===== config.mk =====
export PLATFORM = sky130hd
export DESIGN_NAME = rstpin_ctrl
export DESIGN_NICKNAME = d
export VERILOG_FILES = /design/src/rtl/rstpin_pkg.sv /design/src/rtl/rstpin_sync.sv /design/src/rtl/rstpin_pulse_timer.sv /design/src/rtl/rstpin_in_detect.sv /design/src/rtl/rstpin_ctrl.sv
export SDC_FILE = /design/constraint.sdc
export NUM_CORES = 1
export LEC_CHECK = 0
export ABC_AREA = 1
export CAP_MARGIN = 5
export CORE_UTILIZATION = 40
export DETAILED_ROUTE_END_ITERATION = 10
export PLACE_DENSITY = 0.64
export SYNTH_ARGS = -nofsm -noshare
export SYNTH_HDL_FRONTEND = slang
export SYNTH_SLANG_ARGS = --single-unit

===== constraint.sdc =====
create_clock -name clk -period 2.1 [get_ports clk]
set_clock_uncertainty 0.1 [all_clocks]
set_input_delay 0.315 -clock clk [delete_from_list [all_inputs] [get_ports clk]]
set_output_delay 0.315 -clock clk [all_outputs]
set_load 0.01 [all_outputs]

===== src/rtl/rstpin_pkg.sv =====
package rstpin_pkg;

    typedef enum logic [1:0] {
        ST_IDLE      = 2'd0,
        ST_DRIVE     = 2'd1,
        ST_ACK       = 2'd2,
        ST_WAIT_DROP = 2'd3
    } pulse_state_e;

    typedef struct packed {
        logic pull_low;     // drive the line low
        logic req_clear;    // one-cycle auto-clear of the request bit
        logic release_now;  // last cycle of the driven pulse
    } pulse_ctl_t;

    // A sensed low counts as an external reset only when the block is
    // neither driving nor inside the post-release blanking window.
    function automatic logic qualify_low(input logic pin_sync,
                                         input logic driving,
                                         input logic blanked);
        return !pin_sync && !driving && !blanked;
    endfunction

endpackage


===== src/rtl/rstpin_sync.sv =====
module rstpin_sync #(
    parameter int   STAGES    = 2,
    parameter logic RESET_VAL = 1'b1
) (
    input  logic clk,
    input  logic rst,
    input  logic d,
    output logic q
);
    logic [STAGES-1:0] chain;

    generate
        for (genvar g = 0; g < STAGES; g++) begin : g_stage
            if (g == 0) begin : g_first
                always_ff @(posedge clk) begin
                    if (rst) chain[0] <= RESET_VAL;
                    else     chain[0] <= d;
                end
            end else begin : g_next
                always_ff @(posedge clk) begin
                    if (rst) chain[g] <= RESET_VAL;
                    else     chain[g] <= chain[g-1];
                end
            end
        end
    endgenerate

    assign q = chain[STAGES-1];
endmodule


===== src/rtl/rstpin_pulse_timer.sv =====
module rstpin_pulse_timer
    import rstpin_pkg::*;
#(
    parameter int PULSE_CYCLES = 2_500_000
) (
    input  logic       clk,
    input  logic       rst,
    input  logic       req,
    input  logic       en,
    output pulse_ctl_t ctl
);
    localparam int            CW   = (PULSE_CYCLES < 2) ? 1 : $clog2(PULSE_CYCLES);
    localparam logic [CW-1:0] LAST = CW'(PULSE_CYCLES - 1);

    pulse_state_e  st, st_n;
    logic [CW-1:0] cnt, cnt_n;

    always_comb begin
        st_n  = st;
        cnt_n = cnt;
        case (st)
            ST_IDLE: begin
                if (req) begin
                    if (en) begin
                        st_n  = ST_DRIVE;
                        cnt_n = '0;
                    end else begin
                        st_n  = ST_ACK;
                    end
                end
            end
            ST_DRIVE: begin
                if (cnt == LAST) st_n  = ST_ACK;
                else             cnt_n = cnt + 1'b1;
            end
            ST_ACK:       st_n = ST_WAIT_DROP;
            ST_WAIT_DROP: if (!req) st_n = ST_IDLE;
            default:      st_n = ST_IDLE;
        endcase
    end

    always_ff @(posedge clk) begin
        if (rst) begin
            st  <= ST_IDLE;
            cnt <= '0;
        end else begin
            st  <= st_n;
            cnt <= cnt_n;
        end
    end

    always_comb begin
        ctl.pull_low    = (st == ST_DRIVE);
        ctl.req_clear   = (st == ST_ACK);
        ctl.release_now = (st == ST_DRIVE) && (cnt == LAST);
    end

    // a pulse only starts after the enable was seen set
    a_r2_needs_enable: assert property (@(posedge clk) disable iff (rst)
        $rose(ctl.pull_low) |-> $past(en));

    // a request without enable clears itself and never pulses
    a_r5_reject_clears: assert property (@(posedge clk) disable iff (rst)
        (st == ST_IDLE && req && !en) |=> (ctl.req_clear && !ctl.pull_low));

    // a request still high after the clear does not retrigger
    a_r4_no_retrigger: assert property (@(posedge clk) disable iff (rst)
        (st == ST_WAIT_DROP && req) |=> !ctl.pull_low);
endmodule


===== src/rtl/rstpin_in_detect.sv =====
module rstpin_in_detect
    import rstpin_pkg::*;
#(
    parameter int BLANK_CYCLES = 3
) (
    input  logic clk,
    input  logic rst,
    input  logic pin_sync,
    input  logic driving,
    input  logic release_now,
    output logic strobe
);
    localparam int BW = $clog2(BLANK_CYCLES + 1);

    logic [BW-1:0] blank;
    logic          armed;
    logic          qual;

    assign qual = qualify_low(pin_sync, driving, blank != '0);

    always_ff @(posedge clk) begin
        if (rst) begin
            blank  <= '0;
            armed  <= 1'b1;
            strobe <= 1'b0;
        end else begin
            if (release_now)      blank <= BW'(BLANK_CYCLES);
            else if (blank != '0) blank <= blank - 1'b1;

            strobe <= qual && armed;

            if (qual)          armed <= 1'b0;
            else if (pin_sync) armed <= 1'b1;
        end
    end

    // one strobe per low episode, never two in a row
    a_r6_single_strobe: assert property (@(posedge clk) disable iff (rst)
        strobe |=> !strobe);

    // the block's own driven low never becomes a reset
    a_r8_own_drive_masked: assert property (@(posedge clk) disable iff (rst)
        driving |=> !strobe);
endmodule


===== src/rtl/rstpin_ctrl.sv =====
module rstpin_ctrl
    import rstpin_pkg::*;
#(
    parameter int PULSE_CYCLES = 2_500_000,
    parameter int BLANK_CYCLES = 3,
    parameter int SYNC_STAGES  = 2,
    parameter int RAM_SLOTS    = 8,
    parameter int DAC_SLOT     = 0
) (
    input  logic                 clk,
    input  logic                 rst,
    input  logic                 pulse_req,
    input  logic                 pulse_en,
    input  logic                 pin_in,
    output logic                 pin_pull_low,
    output logic                 req_clear,
    output logic                 regs_rst,
    output logic [RAM_SLOTS-1:0] ram_clr
);
    pulse_ctl_t ctl;
    logic       pin_sync;

    rstpin_sync #(.STAGES(SYNC_STAGES), .RESET_VAL(1'b1)) u_sync (
        .clk (clk),
        .rst (rst),
        .d   (pin_in),
        .q   (pin_sync)
    );

    rstpin_pulse_timer #(.PULSE_CYCLES(PULSE_CYCLES)) u_timer (
        .clk (clk),
        .rst (rst),
        .req (pulse_req),
        .en  (pulse_en),
        .ctl (ctl)
    );

    rstpin_in_detect #(.BLANK_CYCLES(BLANK_CYCLES)) u_detect (
        .clk         (clk),
        .rst         (rst),
        .pin_sync    (pin_sync),
        .driving     (ctl.pull_low),
        .release_now (ctl.release_now),
        .strobe      (regs_rst)
    );

    assign pin_pull_low = ctl.pull_low;
    assign req_clear    = ctl.req_clear;

    // Only the converter-data slot is cleared; all other value slots persist.
    generate
        for (genvar g = 0; g < RAM_SLOTS; g++) begin : g_slot
            if (g == DAC_SLOT) begin : g_dac
                assign ram_clr[g] = regs_rst;
            end else begin : g_keep
                assign ram_clr[g] = 1'b0;
            end
        end
    endgenerate

    // Checker counter for the pulse length window
    int unsigned run_len;
    always_ff @(posedge clk) begin
        if (rst)               run_len <= 0;
        else if (pin_pull_low) run_len <= run_len + 1;
        else                   run_len <= 0;
    end

    // the driven low lasts exactly the configured length
    a_r3_pulse_len: assert property (@(posedge clk) disable iff (rst)
        $fell(pin_pull_low) |-> (run_len == PULSE_CYCLES));

    // release of the line is followed by the auto-clear strobe
    a_r4_clear_follows: assert property (@(posedge clk) disable iff (rst)
        $fell(pin_pull_low) |-> req_clear);

    // any storage clear only comes with a register reset
    a_r7_ram_spared: assert property (@(posedge clk) disable iff (rst)
        (ram_clr != '0) |-> (regs_rst && $onehot0(ram_clr)));

    // quiet outputs in the first cycle out of reset
    a_r1_reset_quiet: assert property (@(posedge clk)
        $past(rst) |-> (!pin_pull_low && !req_clear && !regs_rst));
endmodule


-- Word level (Yosys, flattened, before mapping)
Index checks and enable logic that the tools add are counted.
- $add $sub $neg: 2
- equality and inequality tests: 9
- muxes and demuxes: 13
- reductions and logical operators: 14
- operator list (operator ; number):
    $mux 22 ; 3
    $pmux 22 s2 ; 1
    $add 22x1->22 const B ; 1
    $eq 22x22->1 const B ; 1
    $mux 2 ; 6
    $ne 2x2->1 const B ; 5
    $pmux 2 s4 ; 1
    $reduce_bool 2->1 ; 4
    $eq 2x2->1 const B ; 2
    $logic_and 1x1->1 ; 4
    $reduce_and 4->1 ; 1
    $logic_not 1->1 ; 3
    $reduce_and 3->1 ; 1
    $eq 2x1->1 const B ; 1
    $logic_not 2->1 ; 1
    $mux 1 ; 2
    $sub 2x1->2 const B ; 1
- flip-flop bits (word level): 30
- bits of input ports: 5
- logic and storage cells: 45

-- Logic depth before layout (Yosys ltp)
- depth in word-level cells: 5
- mapped depth: 11

-- Modules after synthesis
From an unflattened synthesis, not the netlist that was laid out.
- cells, all modules: 361
- area, all modules: 2247.2 µm²
- modules (own cells, without submodules) (module ; instances ; cells an instance ; area an instance (µm²) ; sequential area each (µm²)):
    rstpin_pulse_timer ; 1 ; 318 ; 1939.4 ; 480.5
    rstpin_in_detect ; 1 ; 27 ; 185.2 ; 80.1
    rstpin_ctrl ; 1 ; 9 ; 63.8 ; 0.0
    rstpin_sync ; 1 ; 7 ; 58.8 ; 40.0

-- Worst setup path after synthesis
OpenSTA, ideal clock, no wires.
- path type: register to register
- start point: register u_timer.st[1]
- end point: register u_timer.cnt[19]
- setup time: 111 ps
- arrival: 1588 ps
- required time: 1889 ps
- setup slack: 301 ps
- stages on the path, launching flop included: 11
- buffers on the path: 2
- path through: dfxtp_1 -> inv_1 -> ha_1 -> buf_2 -> o21ai_0 -> nor2_4 -> buf_4 -> nand3b_1 -> nand2_1 -> inv_1 -> nor2_2
- word-level cells in the longest chain between the ends: 3
- RTL lines (element ; RTL line ; source):
    from (decl) ; rstpin_pulse_timer.sv:15 ; pulse_state_e st, st_n;
    from (signal assigned) ; rstpin_pulse_timer.sv:47 ; st <= st_n;
    $eq 2x1->1 (*) ; -- ;
    via pin_pull_low ; rstpin_ctrl.sv:15 ; output logic pin_pull_low,
    $ne 2x2->1 (no source line) / $reduce_bool 2->1 (equally long branches) ; -- ;
    $reduce_and 4->1 (no source line) ; -- ;
    to (signal assigned) ; rstpin_pulse_timer.sv:48 ; cnt <= cnt_n;
    to (decl) ; rstpin_pulse_timer.sv:16 ; logic [CW-1:0] cnt, cnt_n;
Mark *: on every way through the listed nets, which the timed path passes. The rest lies on a longest branch.
A chain may end at the register's enable or synchronous reset.

-- Worst setup path after layout
- start point: register u_timer.st[0]
- end point: register u_timer.cnt[12]
- word-level cells in the longest chain between the ends: 3
- RTL lines (element ; RTL line ; source):
    $eq 2x1->1 / $logic_not 2->1 (equally long branches) ; rstpin_pulse_timer.sv:21 ; case (st)
    $ne 2x2->1 (no source line) / $reduce_bool 2->1 (equally long branches) ; -- ;
    $reduce_and 4->1 (no source line) ; -- ;
Several ways; a longest one is shown, not always the timed one.

==> results.md <==
Outcome:
- The flow ran to the end, and the final reports show no timing, DRC or antenna violations.

STA:
- The max-slew violation count is 0.
- The final period utilization is 91.60%.
- Setup repair after global routing left no endpoint under its margin.
- The fmax is 0.5198 GHz.
- The headroom to the max-slew limit is 66.53%.
- The post-route minimum period is 1924 ps.
- The number of endpoints with negative hold slack in the final report is 0.
- Setup violations remaining at the end of the flow were counted as 0.
- The post-route setup TNS is 0 ps.
- For the pin with the worst max-slew slack, the measured transition is 498.9 ps.

Logic synthesis:
- In the synthesized netlist, mux cells make up 0% of the area.
- Counting flops and latches in the post-synthesis netlist gives 30.
- By instance count, the leading cell after synthesis is sky130_fd_sc_hd__nand2_1.
- The synthesized design contains 0 enable-type register cells.
- In the synthesized netlist the async set-or-reset flop fraction comes to 0%.
- The adder-cell share of the synthesized area is 3.521%.
- The sequential fraction of the synthesis area is 28.17%.
- The Yosys warning count is 0.
- The combinational family with the most area after synthesis is simple AND/OR/NAND/NOR gates.
- After Yosys synthesis, and, or, nand and nor cells account for 47.77% of the synthesized area.
- sky130_fd_sc_hd__dfxtp_1 takes more of the synthesized area than any other cell.
- Summing the areas of all xor and xnor instances in the mapped netlist gives 0.4108% of the synthesized area.
- The compound-gate portion of the synthesized area is 5.810%.
- The cell area after synthesis is 2132 µm².
- The leading register cell type out of synthesis is sky130_fd_sc_hd__dfxtp_1.
- A synthesized cell averages 6.074 µm².
- The count of distinct cell types in the synthesized netlist is 29.
- By area the synthesized netlist is led by sky130_fd_sc_hd__dfxtp_1, sky130_fd_sc_hd__nand2_1, sky130_fd_sc_hd__nand3_1.
- The top cell type by area accounts for 28.17% of the synthesized area.
- After technology mapping, the gate count stands at 351.
- In the synthesized netlist, the cells that appear most often are sky130_fd_sc_hd__nand2_1, sky130_fd_sc_hd__nor2_1, sky130_fd_sc_hd__nand3_1, sky130_fd_sc_hd__inv_1, sky130_fd_sc_hd__dfxtp_1.

Floorplan:
- The overall die area is 5626 µm².
- The placement row count is 26.
- The die is 75.01 µm wide.
- The effective utilization at floorplan is 41.74%.
- The region available for standard cell placement spans 5107 µm².
- The die is 75.01 µm tall.
- For this design the top-level I/O count stands at 16.

Place:
- The count of placed standard cells including taps is 423.
- The routability congestion estimate is 0.8827.
- The HPWL after detailed placement is 3.483 mm.
- The count of buffers from port buffering is 8.

Drt:
- The detailed router's first-iteration violation count is 99.
- The number of nets still failing antenna checks after routing is 0.
- Summed over all layers, the routed wires come to 4.752 mm.
- Dividing the detail-routed wire length by the instance count gives 11.03 µm.
- The DRC violation count after routing is 0.
- The first TritonRoute pass finished after 5 iterations.
- The routed layout has 2059 vias.
- The post-detailed-route via-to-cell ratio is 4.777.

Global route:
- The total overflow left after global routing is 0.
- The largest net degree at the start of global routing is 19.
- The initial antenna violation count was 0.
- The via count of the first global-routing pass was 1780.
- The global-route wire length before repair is 8.114 mm.
- The global router's overall resource usage is 19.42%.

Clock network:
- The clock latency reported for the late side of the worst-skew pair is 300 ps.
- TritonCTS built the clock tree.
- The post-CTS setup buffer count is 0.
- The maximum level of the CTS H-tree is 2.
- The number of hold-repair buffers added at the cts stage is 0.
- The clock tree buffer depth is 2.
- Clock-pin slew was measured on the worst setup and hold paths at 80 ps.
- The post-cts resize count is 0.
- In this run, CTS created clock tree buffers numbering 5.
- The library cell used as clock root buffer is sky130_fd_sc_hd__clkbuf_8.
- The number of clock sinks seen by CTS is 30.

Cells and area:
- In the final layout, the share of cells above drive strength 1 is 8.587%.
- The number of nets in the finished design is 371.
- The final instance count without filler cells is 431.
- The antenna diode instance count is 0.
- The layout overhead on the synthesized area is 10.45%.
- Fill cells in the final layout number 556.
- The final standard cell utilization of the core is 46.10%.

Critical path:
- Along the worst path, the maximum fanout reaches 16.
- The standard cell with the maximum stage delay on the critical path is sky130_fd_sc_hd__dfxtp_1.
- The worst setup path is captured at a flip-flop.
- The launching instance or port of the critical path is u_timer.st[0]$_SDFFE_PP0P_.
- Measured in cells, the most critical reg-to-reg path has a length of 11.
- The critical path capture point is u_timer.cnt[12]$_SDFFE_PP0P_.
- In this design, the stage delay of the slowest critical-path cell is 380 ps.
- The launch point of the worst reg-to-reg path is u_timer.st[0]$_SDFFE_PP0P_.
- The worst register-to-register path ends at u_timer.cnt[12]$_SDFFE_PP0P_.
- The startpoint type of the worst setup path is a flip-flop.
- STA puts the critical path data required time at 2230 ps.
- The worst register-to-register path has a setup slack of 180 ps.
- The data arrival at the endpoint of the critical path is 2050 ps.
- The worst setup path is of the reg -> reg kind.
- The signal on the critical path passes through inv_1 > ha_1 > inv_1 > or2_1 > o21ai_0 > nor2_4 > buf_4 > nand3_1 > nand2_1 > nand2_1 > nor2_1.

Job:
- The count of max-cap constraint violations is 0.

Power and ir drop:
- Power spread over the standard cell area amounts to 846.4 nW/µm².
- The static power due to leakage is 0.9259 nW.
- The peak ir drop on the vdd network is 0.0005115 V.

Hold path:
- The tightest min-delay check is of the reg -> reg type.
## flip-flops by register name (all words and copies together) (netlist names)
signal	count
u_detect.armed	1
u_detect.blank	2
u_sync.chain	1
u_detect.strobe	1
u_timer.st	2
u_timer.cnt	22
u_sync.q	1
## routing by layer
layer	global-route usage (%)	part of all wire [%]
met1	25.72	50
met2	30.23	44
met3	4.418	3.3
met4	8.595	1.7
met5	0	0
## worst min-delay path by stage
| stage | from | endpoint | depth (start not counted) | slack, ps |
|---|---|---|---|---|
| 2_1_floorplan | u_sync.chain[0]$_SDFF_PP1_ | u_sync.q$_SDFF_PP1_ | 1 | 290 |
| 3_3_place_gp | u_sync.chain[0]$_SDFF_PP1_ | u_sync.q$_SDFF_PP1_ | 1 | 290 |
| 3_5_place_dp | u_sync.chain[0]$_SDFF_PP1_ | u_sync.q$_SDFF_PP1_ | 1 | 300 |
| 4_1_cts | u_sync.chain[0]$_SDFF_PP1_ | u_sync.q$_SDFF_PP1_ | 1 | 310 |
| 5_1_grt | u_sync.chain[0]$_SDFF_PP1_ | u_sync.q$_SDFF_PP1_ | 1 | 340 |
| 6_report | u_sync.chain[0]$_SDFF_PP1_ | u_sync.q$_SDFF_PP1_ | 1 | 310 |
## metrics by stage
stage | hold slack, ps | area, µm² | worst slack, ps | power [mW]
floorplan | 289.5 | 2155 | 300.7 | 1.268
global placement | 293.5 | 2246 | 218.7 | 1.403
detailed placement | 296.3 | 2246 | 191.5 | 1.414
CTS | 313.8 | 2355 | 174.8 | 2.013
global route | 337.4 | 2355 | 1.432 | 2.128
finish | 309.5 | 2355 | 176.3 | 1.993
## cells in the final DEF, fill, tap and decap left out
| master | Yosys | final |
|---|---|---|
| sky130_fd_sc_hd__or2_2 | 2 | 2 |
| sky130_fd_sc_hd__nand3b_1 | 3 | 3 |
| sky130_fd_sc_hd__ha_1 | 6 | 6 |
| sky130_fd_sc_hd__nand2_4 | 1 | 1 |
| sky130_fd_sc_hd__nor2_2 | 4 | 4 |
| sky130_fd_sc_hd__nand3_4 | 1 | 1 |
| sky130_fd_sc_hd__nor2_1 | 50 | 50 |
| sky130_fd_sc_hd__nand3_1 | 45 | 45 |
| sky130_fd_sc_hd__nand2_2 | 1 | 1 |
| sky130_fd_sc_hd__bufinv_16 | 0 | 1 |
| sky130_fd_sc_hd__clkbuf_8 | 0 | 5 |
| sky130_fd_sc_hd__buf_4 | 10 | 7 |
| sky130_fd_sc_hd__inv_1 | 43 | 43 |
| sky130_fd_sc_hd__nor3b_1 | 2 | 2 |
| sky130_fd_sc_hd__clkdlybuf4s50_1 | 0 | 8 |
| sky130_fd_sc_hd__inv_2 | 1 | 1 |
| sky130_fd_sc_hd__nor2_4 | 5 | 5 |
| sky130_fd_sc_hd__nand2_1 | 98 | 98 |
| sky130_fd_sc_hd__nand4_1 | 7 | 7 |
| sky130_fd_sc_hd__or2_1 | 1 | 1 |
| sky130_fd_sc_hd__conb_1 | 1 | 7 |
| sky130_fd_sc_hd__o21ai_0 | 5 | 5 |
| sky130_fd_sc_hd__a21oi_1 | 18 | 18 |
| sky130_fd_sc_hd__dfxtp_1 | 30 | 30 |
| sky130_fd_sc_hd__and2_1 | 1 | 1 |
| sky130_fd_sc_hd__a21oi_2 | 1 | 1 |
| sky130_fd_sc_hd__clkinv_2 | 0 | 2 |
| sky130_fd_sc_hd__clkinv_1 | 2 | 2 |
| sky130_fd_sc_hd__xor2_1 | 1 | 1 |
| sky130_fd_sc_hd__nor3_1 | 3 | 3 |
## kinds of logic (layout without fill, tap and decap cells)
family	count (synthesis)	after routing
and+or+nand+nor	224	224
adders and majority gates	6	6
buffers and inverters	65	69
other	1	7
AOI/OAI and AO/OA	24	24
DFF	30	30
xor gates and xnor gates	1	1
## critical path: cells and delay by family, from the launching register on
family | cells | cell delay (ps)
AO/OA/AOI/OAI | 1 | 140
adder cells (fa/ha/maj) | 1 | 220
flip-flops | 1 | 380
AND/OR/NAND/NOR | 6 | 610
buffers and inverters | 3 | 400
## layout make-up
class	instances	area [µm²]	share of cell area (%)
inverter	46	172.7	7.333
tap	70	87.58	3.719
timing repair buffer	15	132.6	5.632
sequential	30	600.6	25.50
multi-input combinational	262	1252	53.19
clock inverter	3	40.04	1.700
clock buffer	5	68.82	2.922
## power breakdown
group | leakage, nW | internal, mW | total (mW) | switching, mW
sequential | 0.243 | 0.616 | 0.660 | 0.0440
combinational | 0.625 | 0.266 | 0.739 | 0.473
clock | 0.0579 | 0.349 | 0.594 | 0.245
Note: power is estimated with default switching activity, not from simulation.
